`config.mk`:
```
export PLATFORM = sky130hd
export DESIGN_NAME = cfg_serial_if
export DESIGN_NICKNAME = d
export VERILOG_FILES = /design/src/rtl/cfg_serial_pkg.sv /design/src/rtl/cfg_sync_edge.sv /design/src/rtl/cfg_shift_reg.sv /design/src/rtl/cfg_latch_bank.sv /design/src/rtl/cfg_power_decode.sv /design/src/rtl/cfg_serial_if.sv
export SDC_FILE = /design/constraint.sdc
export NUM_CORES = 1
export LEC_CHECK = 0
export ABC_AREA = 1
export BUFFER_PORTS_ARGS = -buffer_cell sky130_fd_sc_hd__buf_2
export CORE_MARGIN = 2
export CORE_UTILIZATION = 45
export CTS_CLUSTER_SIZE = 8
export DETAILED_ROUTE_END_ITERATION = 16
export GPL_ROUTABILITY_DRIVEN = 0
export HOLD_SLACK_MARGIN = 0.02
export PLACE_DENSITY = 0.69
export SYNTH_ARGS = -nofsm -noshare
export SYNTH_HDL_FRONTEND = slang
export SYNTH_SLANG_ARGS = --single-unit
```
`constraint.sdc`:
```
create_clock -name clk -period 1.85 [get_ports clk]
set_input_delay 0.185 -clock clk [delete_from_list [all_inputs] [get_ports clk]]
set_output_delay 0.185 -clock clk [all_outputs]
set_load 0.02 [all_outputs]
```
`src/rtl/cfg_serial_pkg.sv`:
```
package cfg_serial_pkg;
  typedef enum logic [1:0] {
    GRP_CTL  = 2'b00,
    GRP_NDIV = 2'b01,
    GRP_RDIV = 2'b10,
    GRP_BAD  = 2'b11
  } grp_e;

  typedef struct packed {
    logic [1:0] tsel;
    logic       xo_off;
    logic       syn_off;
    logic       osc_off;
    logic       tx_off;
    logic       rx_off;
    logic       cp_tri;
    logic       cp_hi;
    logic       pol;
  } ctl_t;

  localparam logic [9:0] CTL_RESET = 10'h0F8;
endpackage

```
`src/rtl/cfg_sync_edge.sv`:
```
module cfg_sync_edge #(
  parameter int LANES  = 3,
  parameter int STAGES = 2
) (
  input  logic             clk,
  input  logic             rst_n,
  input  logic [LANES-1:0] din,
  output logic [LANES-1:0] lvl,
  output logic [LANES-1:0] rise
);
  for (genvar g = 0; g < LANES; g++) begin : g_lane
    logic [STAGES:0] pipe_q;
    logic [STAGES:0] pipe_d;
    always_comb pipe_d = {pipe_q[STAGES-1:0], din[g]};
    always_ff @(posedge clk or negedge rst_n) begin
      if (!rst_n) pipe_q <= '0;
      else        pipe_q <= pipe_d;
    end
    assign lvl[g]  = pipe_q[STAGES-1];
    assign rise[g] = pipe_q[STAGES-1] & ~pipe_q[STAGES];
  end
endmodule

```
`src/rtl/cfg_shift_reg.sv`:
```
module cfg_shift_reg #(
  parameter int SW  = 15,
  parameter int CNW = 4
) (
  input  logic           clk,
  input  logic           rst_n,
  input  logic           bit_en,
  input  logic           bit_val,
  input  logic           ld_en,
  output logic [SW-1:0]  sr,
  output logic [CNW-1:0] cnt
);
  logic [SW-1:0]  sr_d;
  logic [CNW-1:0] cnt_d;

  always_comb begin
    sr_d  = sr;
    cnt_d = cnt;
    if (bit_en) sr_d = {bit_val, sr[SW-1:1]};
    if (ld_en)
      cnt_d = bit_en ? CNW'(1) : '0;
    else if (bit_en && cnt != CNW'(SW))
      cnt_d = cnt + CNW'(1);
  end

  always_ff @(posedge clk or negedge rst_n) begin
    if (!rst_n) begin
      sr  <= '0;
      cnt <= '0;
    end else begin
      sr  <= sr_d;
      cnt <= cnt_d;
    end
  end
endmodule

```
`src/rtl/cfg_latch_bank.sv`:
```
module cfg_latch_bank
  import cfg_serial_pkg::*;
#(
  parameter int SW    = 15,
  parameter int CNW   = 4,
  parameter int CTL_W = 10,
  parameter int A_W   = 5,
  parameter int B_W   = 8,
  parameter int R_W   = 6
) (
  input  logic             clk,
  input  logic             rst_n,
  input  logic             ld_en,
  input  logic [SW-1:0]    sr,
  input  logic [CNW-1:0]   cnt,
  output logic [CTL_W-1:0] ctl_q,
  output logic [A_W-1:0]   swl_q,
  output logic [B_W-1:0]   main_q,
  output logic [R_W-1:0]   ref_q,
  output grp_e             code
);
  localparam int TOP = SW - 3;
  localparam int NW  = A_W + B_W;

  logic [CTL_W-1:0] ctl_d;
  logic [A_W-1:0]   swl_d;
  logic [B_W-1:0]   main_d;
  logic [R_W-1:0]   ref_d;
  logic [NW-1:0]    npay;
  logic             ok_ctl, ok_n, ok_r;

  assign code = grp_e'(sr[SW-1 -: 2]);
  assign npay = sr[TOP -: NW];

  always_comb begin
    ok_ctl = ld_en && code == GRP_CTL  && cnt >= CNW'(CTL_W + 2);
    ok_n   = ld_en && code == GRP_NDIV && cnt >= CNW'(NW + 2);
    ok_r   = ld_en && code == GRP_RDIV && cnt >= CNW'(R_W + 2);
    ctl_d  = ok_ctl ? sr[TOP -: CTL_W] : ctl_q;
    swl_d  = ok_n ? npay[A_W-1:0] : swl_q;
    main_d = ok_n ? npay[NW-1:A_W] : main_q;
    ref_d  = ok_r ? sr[TOP -: R_W] : ref_q;
  end

  always_ff @(posedge clk or negedge rst_n) begin
    if (!rst_n) begin
      ctl_q  <= CTL_RESET;
      swl_q  <= '0;
      main_q <= '0;
      ref_q  <= '0;
    end else begin
      ctl_q  <= ctl_d;
      swl_q  <= swl_d;
      main_q <= main_d;
      ref_q  <= ref_d;
    end
  end
endmodule

```
`src/rtl/cfg_power_decode.sv`:
```
module cfg_power_decode
  import cfg_serial_pkg::*;
(
  input  ctl_t ctl,
  output logic dbl_on,
  output logic osc_reg_on,
  output logic syn_reg_on,
  output logic rx_reg_on,
  output logic tx_reg_on,
  output logic loop_open,
  output logic pump_drv
);
  always_comb begin
    dbl_on     = ~(ctl.rx_off & ctl.tx_off);
    osc_reg_on = ~ctl.osc_off;
    syn_reg_on = ~(ctl.syn_off & ctl.xo_off);
    rx_reg_on  = ~ctl.rx_off;
    tx_reg_on  = ~ctl.tx_off;
    loop_open  = ctl.cp_tri;
    pump_drv   = ~ctl.cp_tri & ~ctl.syn_off;
  end
endmodule

```
`src/rtl/cfg_serial_if.sv`:
```
module cfg_serial_if
  import cfg_serial_pkg::*;
#(
  parameter int SYNC_STAGES = 2,
  parameter int A_W         = 5,
  parameter int B_W         = 8,
  parameter int R_W         = 6
) (
  input  logic        clk,
  input  logic        rst_n,
  input  logic        ser_clk_i,
  input  logic        ser_dat_i,
  input  logic        ser_ld_i,
  output logic [9:0]  ctl_o,
  output logic [4:0]  swl_o,
  output logic [7:0]  main_o,
  output logic [5:0]  ref_o,
  output logic        dbl_on_o,
  output logic        osc_reg_on_o,
  output logic        syn_reg_on_o,
  output logic        rx_reg_on_o,
  output logic        tx_reg_on_o,
  output logic        loop_open_o,
  output logic        pump_drv_o
);
  localparam int CTL_W = $bits(ctl_t);
  localparam int NW    = A_W + B_W;
  localparam int PMAX  = (NW > CTL_W) ? ((NW > R_W) ? NW : R_W)
                                      : ((CTL_W > R_W) ? CTL_W : R_W);
  localparam int SW    = PMAX + 2;
  localparam int CNW   = $clog2(SW + 1);

  logic [1:0]     rst_sync_q;
  logic           rst_int_n;
  logic [2:0]     lvl, rise;
  logic [SW-1:0]  sr;
  logic [CNW-1:0] cnt;
  logic [CTL_W-1:0] ctl_q;
  grp_e           code;

  always_ff @(posedge clk or negedge rst_n) begin
    if (!rst_n) rst_sync_q <= '0;
    else        rst_sync_q <= {rst_sync_q[0], 1'b1};
  end
  assign rst_int_n = rst_sync_q[1];

  cfg_sync_edge #(.LANES(3), .STAGES(SYNC_STAGES)) u_sync (
    .clk(clk), .rst_n(rst_int_n),
    .din({ser_ld_i, ser_dat_i, ser_clk_i}),
    .lvl(lvl), .rise(rise)
  );

  cfg_shift_reg #(.SW(SW), .CNW(CNW)) u_sr (
    .clk(clk), .rst_n(rst_int_n),
    .bit_en(rise[0]), .bit_val(lvl[1]), .ld_en(rise[2]),
    .sr(sr), .cnt(cnt)
  );

  cfg_latch_bank #(.SW(SW), .CNW(CNW), .CTL_W(CTL_W), .A_W(A_W),
                   .B_W(B_W), .R_W(R_W)) u_bank (
    .clk(clk), .rst_n(rst_int_n), .ld_en(rise[2]), .sr(sr), .cnt(cnt),
    .ctl_q(ctl_q), .swl_q(swl_o), .main_q(main_o), .ref_q(ref_o),
    .code(code)
  );

  cfg_power_decode u_dec (
    .ctl(ctl_t'(ctl_q)),
    .dbl_on(dbl_on_o), .osc_reg_on(osc_reg_on_o), .syn_reg_on(syn_reg_on_o),
    .rx_reg_on(rx_reg_on_o), .tx_reg_on(tx_reg_on_o),
    .loop_open(loop_open_o), .pump_drv(pump_drv_o)
  );

  assign ctl_o = ctl_q;
endmodule

```
==> out/metrics.sh <==
SYNTH_NETS=236
RUN_STATUS='completed'
WORSTSETUPENDPOINTTYPE='register'
WORSTHOLDPATHTYPE='in -> async'
HOLD_VIOL=0
DRV_CAP=0
CRITICAL-PATH-TOP-CELL-BY-COUNT='sky130_fd_sc_hd__nand2_1'
CRIT_PATH_CELL_TRACE='inv_1 > nand2_2 > nor3_4 > nand2_4 > nand2_1 > nand2_1'
FMAX_GHz=0.708
AREAGROWTHSYNTHTOFINISH_PCT=21.5
DRT_ITER0_MARKERS=87
VIAS_PER_CELL=4.64
FINAL.MIN_CLOCK_PERIOD_NS=1.41
NUM_VIAS=1629
FLOORPLAN.DIE.HEIGHT_UM=74.5
CLOCK-SINKS=58
CTS.REPORTEDPATHS.CLKPINSLEW_NS=0.06
DIE_AREA_MM2=0.00556
SYNTH.LIB_CELLS_USED.DISTINCT=20
SWITCHING_SHARE_PCT=25.9
POST_SYNTH_INSTANCE_AREA_MM2=0.00224
DRT_DRC_VIOLATIONS_LEFT=0
INTPOWER_uW=1920
DETAILEDPLACEMENTHPWL_UM=2910
CP_TOP_FAMILY='simple AND/OR/NAND/NOR gates'
WORSTREGTOREGCELLS=6
SYN_AVG_CELL_AREA_UM2=9.78
TIMING.SETUP.CRITICAL_PATH_CLASS='reg -> reg'
FINAL_LAYOUT_SIZE_SUFFIX_GT1_SHARE_PCT=25.4
R2R_START='u_sync.g_lane[2].pipe_q[2]'
TIMING.FINAL.CRIT_SHARE_PCT=76.3
CP_SLOWEST_CELL='sky130_fd_sc_hd__nor3_4'
GRT_START_MAX_NET_PINS=41
STDCELL_AREA_MM2=0.00272
GLOBAL_ROUTE.USAGE.TOTAL_PCT=17.6
COMB_POWER_SHARE_PCT=6.6
NUMBER_OF_ANTENNA_VIOLATIONS_AT_THE_FIRST_CHECK_IN_GLOBAL_ROUTING=0
GRT_PASS1_VIAS=1566
POWER_DISSIPATED_BY_SWITCHING_NET_LOADS_uW=674
FIN_SKEW_NS=0.00432
FIN_TNS_SETUP_NS=0
GLOBALROUTEOVERFLOWTOTAL=0
TIMING.CRITICAL_PATH.REQUIRED_NS=2.07
FINALNETCOUNT=286
CORE.ROWCOUNT=25
PORT-BUFFER-COUNT=40
FINAL_ANTENNA_NET_COUNT=0
CRITPATHMAXFANOUT=14
TIMING.REG2REG.SETUP_SLACK_NS=0.44
POWERDENSITY_mW_PER_MM2=955
N_ANTENNA_CELL=0
CTS_INSERTED_BUFFERS=9
CLOCKPOWERSHARE_PCT=38.1
CLOCK_TREE_FROM_TRITONCTS='built'
DRT_WL_TOTAL_UM=4180
POWER.SEQUENTIAL.FRACTION_PCT=55.3
GRT_SETUP_UNREPAIRED='no'
INITIAL_UTILIZATION_PCT=47.1
WORSTREG2REGEND='u_bank.swl_q[3]'
GRT_PASS1_WL_UM=7150
LAYOUT_COMMON_CELLS='sky130_fd_sc_hd__nand2_1 (70), sky130_fd_sc_hd__dfrtp_1 (52), sky130_fd_sc_hd__buf_2 (40), sky130_fd_sc_hd__o21ai_0 (32), sky130_fd_sc_hd__inv_1 (24)'
POSTSYNTHCELLCOUNT=229
IO_PINS=41
FINALSETUPVIOLATIONS=0
ROOT_BUFFER='sky130_fd_sc_hd__clkbuf_8'
POST_DP_CELL_AREA_MM2=0.00251
IR_WORST_VDD_uV=472
POWER_LEAKAGE_uW=0.00143
CLKLATENCYLATEPIN_NS=0.33
SLEW-LIMIT-HEADROOM_PCT=65.5
LAYOUT_COMMONEST_CELL='sky130_fd_sc_hd__nand2_1'
WORST-SLEW-PIN-TRANSITION_NS=0.516
MAX-CLOCK-PATH-BUFFERS=2
POST_DRT_WL_PER_CELL_UM=11.9
SYNTHESIS.YOSYS.WARNINGS=0
DIE_WIDTH_UM=74.5
POSTSYNTHREGISTERBITS=58
DRV_SLEW=0
HTREEDEPTH=3
START_KIND='register'
WORST_EP_ARRIVAL_TIME_NS=1.64
FIRSTDRTPASSITERS=4
SEQUENTIAL_TO_TOTAL_AREA_SHARE_FROM_YOSYS_STAT_PCT=65.1
CRITPATHMAXSTAGEDELAY_NS=0.42
CP_NUM_BUF_INV=1
COREAREA_MM2=0.00475
-- power groups by stage --
stage	registers, µW	clock network, µW	logic (µW)
4_1_cts	1440	1020	176
6_report	1440	990	173
2_1_floorplan	1440	0	114
5_1_grt	1450	1080	204
3_5_place_dp	1460	0	170
3_3_place_gp	1460	0	162
-- through the flow --
stage	worst slack (ns)	hold slack, ns	cells	utilization [%]	power (µW)
2_1_floorplan	0.124	-0.111	229	-	1560
3_3_place_gp	0.489	-0.0283	331	52.8	1620
3_5_place_dp	0.437	-0.0278	331	52.8	1630
4_1_cts	0.424	0.136	351	57.2	2630
5_1_grt	0.204	0.154	351	57.2	2740
6_report	0.438	0.161	351	57.2	2600
-- state kept, by name, summed over array words and instances, names as in the netlist --
register,count
u_bank.swl_q,5
u_bank.ctl_q,10
u_sync.g_lane.pipe_q,8
u_sr.cnt,4
u_sr.sr,15
rst_sync_q,2
u_bank.ref_q,6
u_bank.main_q,8
-- logic make-up (layout without fill, tap and decap cells) --
family                   after synthesis  after routing  synth area share (%)
flip-flops                            58             58                  65.1
AND/OR/NAND/NOR                      100            100                  19.3
buffers and inverters                 35             90                  6.93
AO/OA/AOI/OAI                         33             33                  7.37
other                                  1              1                 0.167
adder cells (fa/ha/maj)                2              2                  1.12
-- repair_timing --
item | in CTS | in global routing
hold buffers | 4 | 0
gates resized for setup | 0 | 0
hold endpoints to repair | 5 | 0
buffers inserted | 0 | 0
-- cell type report --
| cell class | count | area, µm² |
|---|---|---|
| clock buffers | 10 | 138 |
| inverters | 26 | 97.6 |
| repair buffers | 48 | 283 |
| fillers | 443 | 2030 |
| clock inverters | 6 | 32.5 |
| flip-flops and latches | 58 | 1460 |
| multi-input cells | 136 | 627 |
| well taps | 67 | 83.8 |
-- worst max-delay path by stage --
| stage | startpoint | to | cells after the start |
|---|---|---|---|
| 2_1_floorplan | rst_sync_q[1] | u_bank.ctl_q[0] | 0 |
| 3_3_place_gp | u_sync.g_lane[2].pipe_q[2] | u_bank.main_q[0] | 6 |
| 3_5_place_dp | u_sync.g_lane[2].pipe_q[2] | u_bank.swl_q[3] | 6 |
| 4_1_cts | u_sync.g_lane[2].pipe_q[2] | u_bank.main_q[0] | 6 |
| 5_1_grt | u_sync.g_lane[2].pipe_q[2] | u_bank.main_q[4] | 6 |
| 6_report | u_sync.g_lane[2].pipe_q[2] | u_bank.swl_q[3] | 6 |
-- routing by layer --
layer | share of wire, % | wire length, µm | track usage, %
met5 | 0 | 0 | 0
met4 | 0.91 | 38 | 5.95
met3 | 5.7 | 236 | 7.72
met2 | 46 | 1910 | 25.9
met1 | 48 | 1990 | 23.6
-- synth_stat cells (all sizes together) --
library cell / instances / area [µm²]
inv: 26 / 97.6
ha: 2 / 25.0
nor3: 1 / 16.3
or2: 1 / 6.26
clkbuf: 2 / 7.51
o21ai: 32 / 160
a21oi: 1 / 5.00
dfstp: 5 / 131
conb: 1 / 3.75
dfrtp: 53 / 1330
buf: 7 / 50.1
nor2: 5 / 18.8
nand2: 72 / 280
nand3: 16 / 80.1
nand4: 5 / 31.3
(Power assumes the default switching activity.)
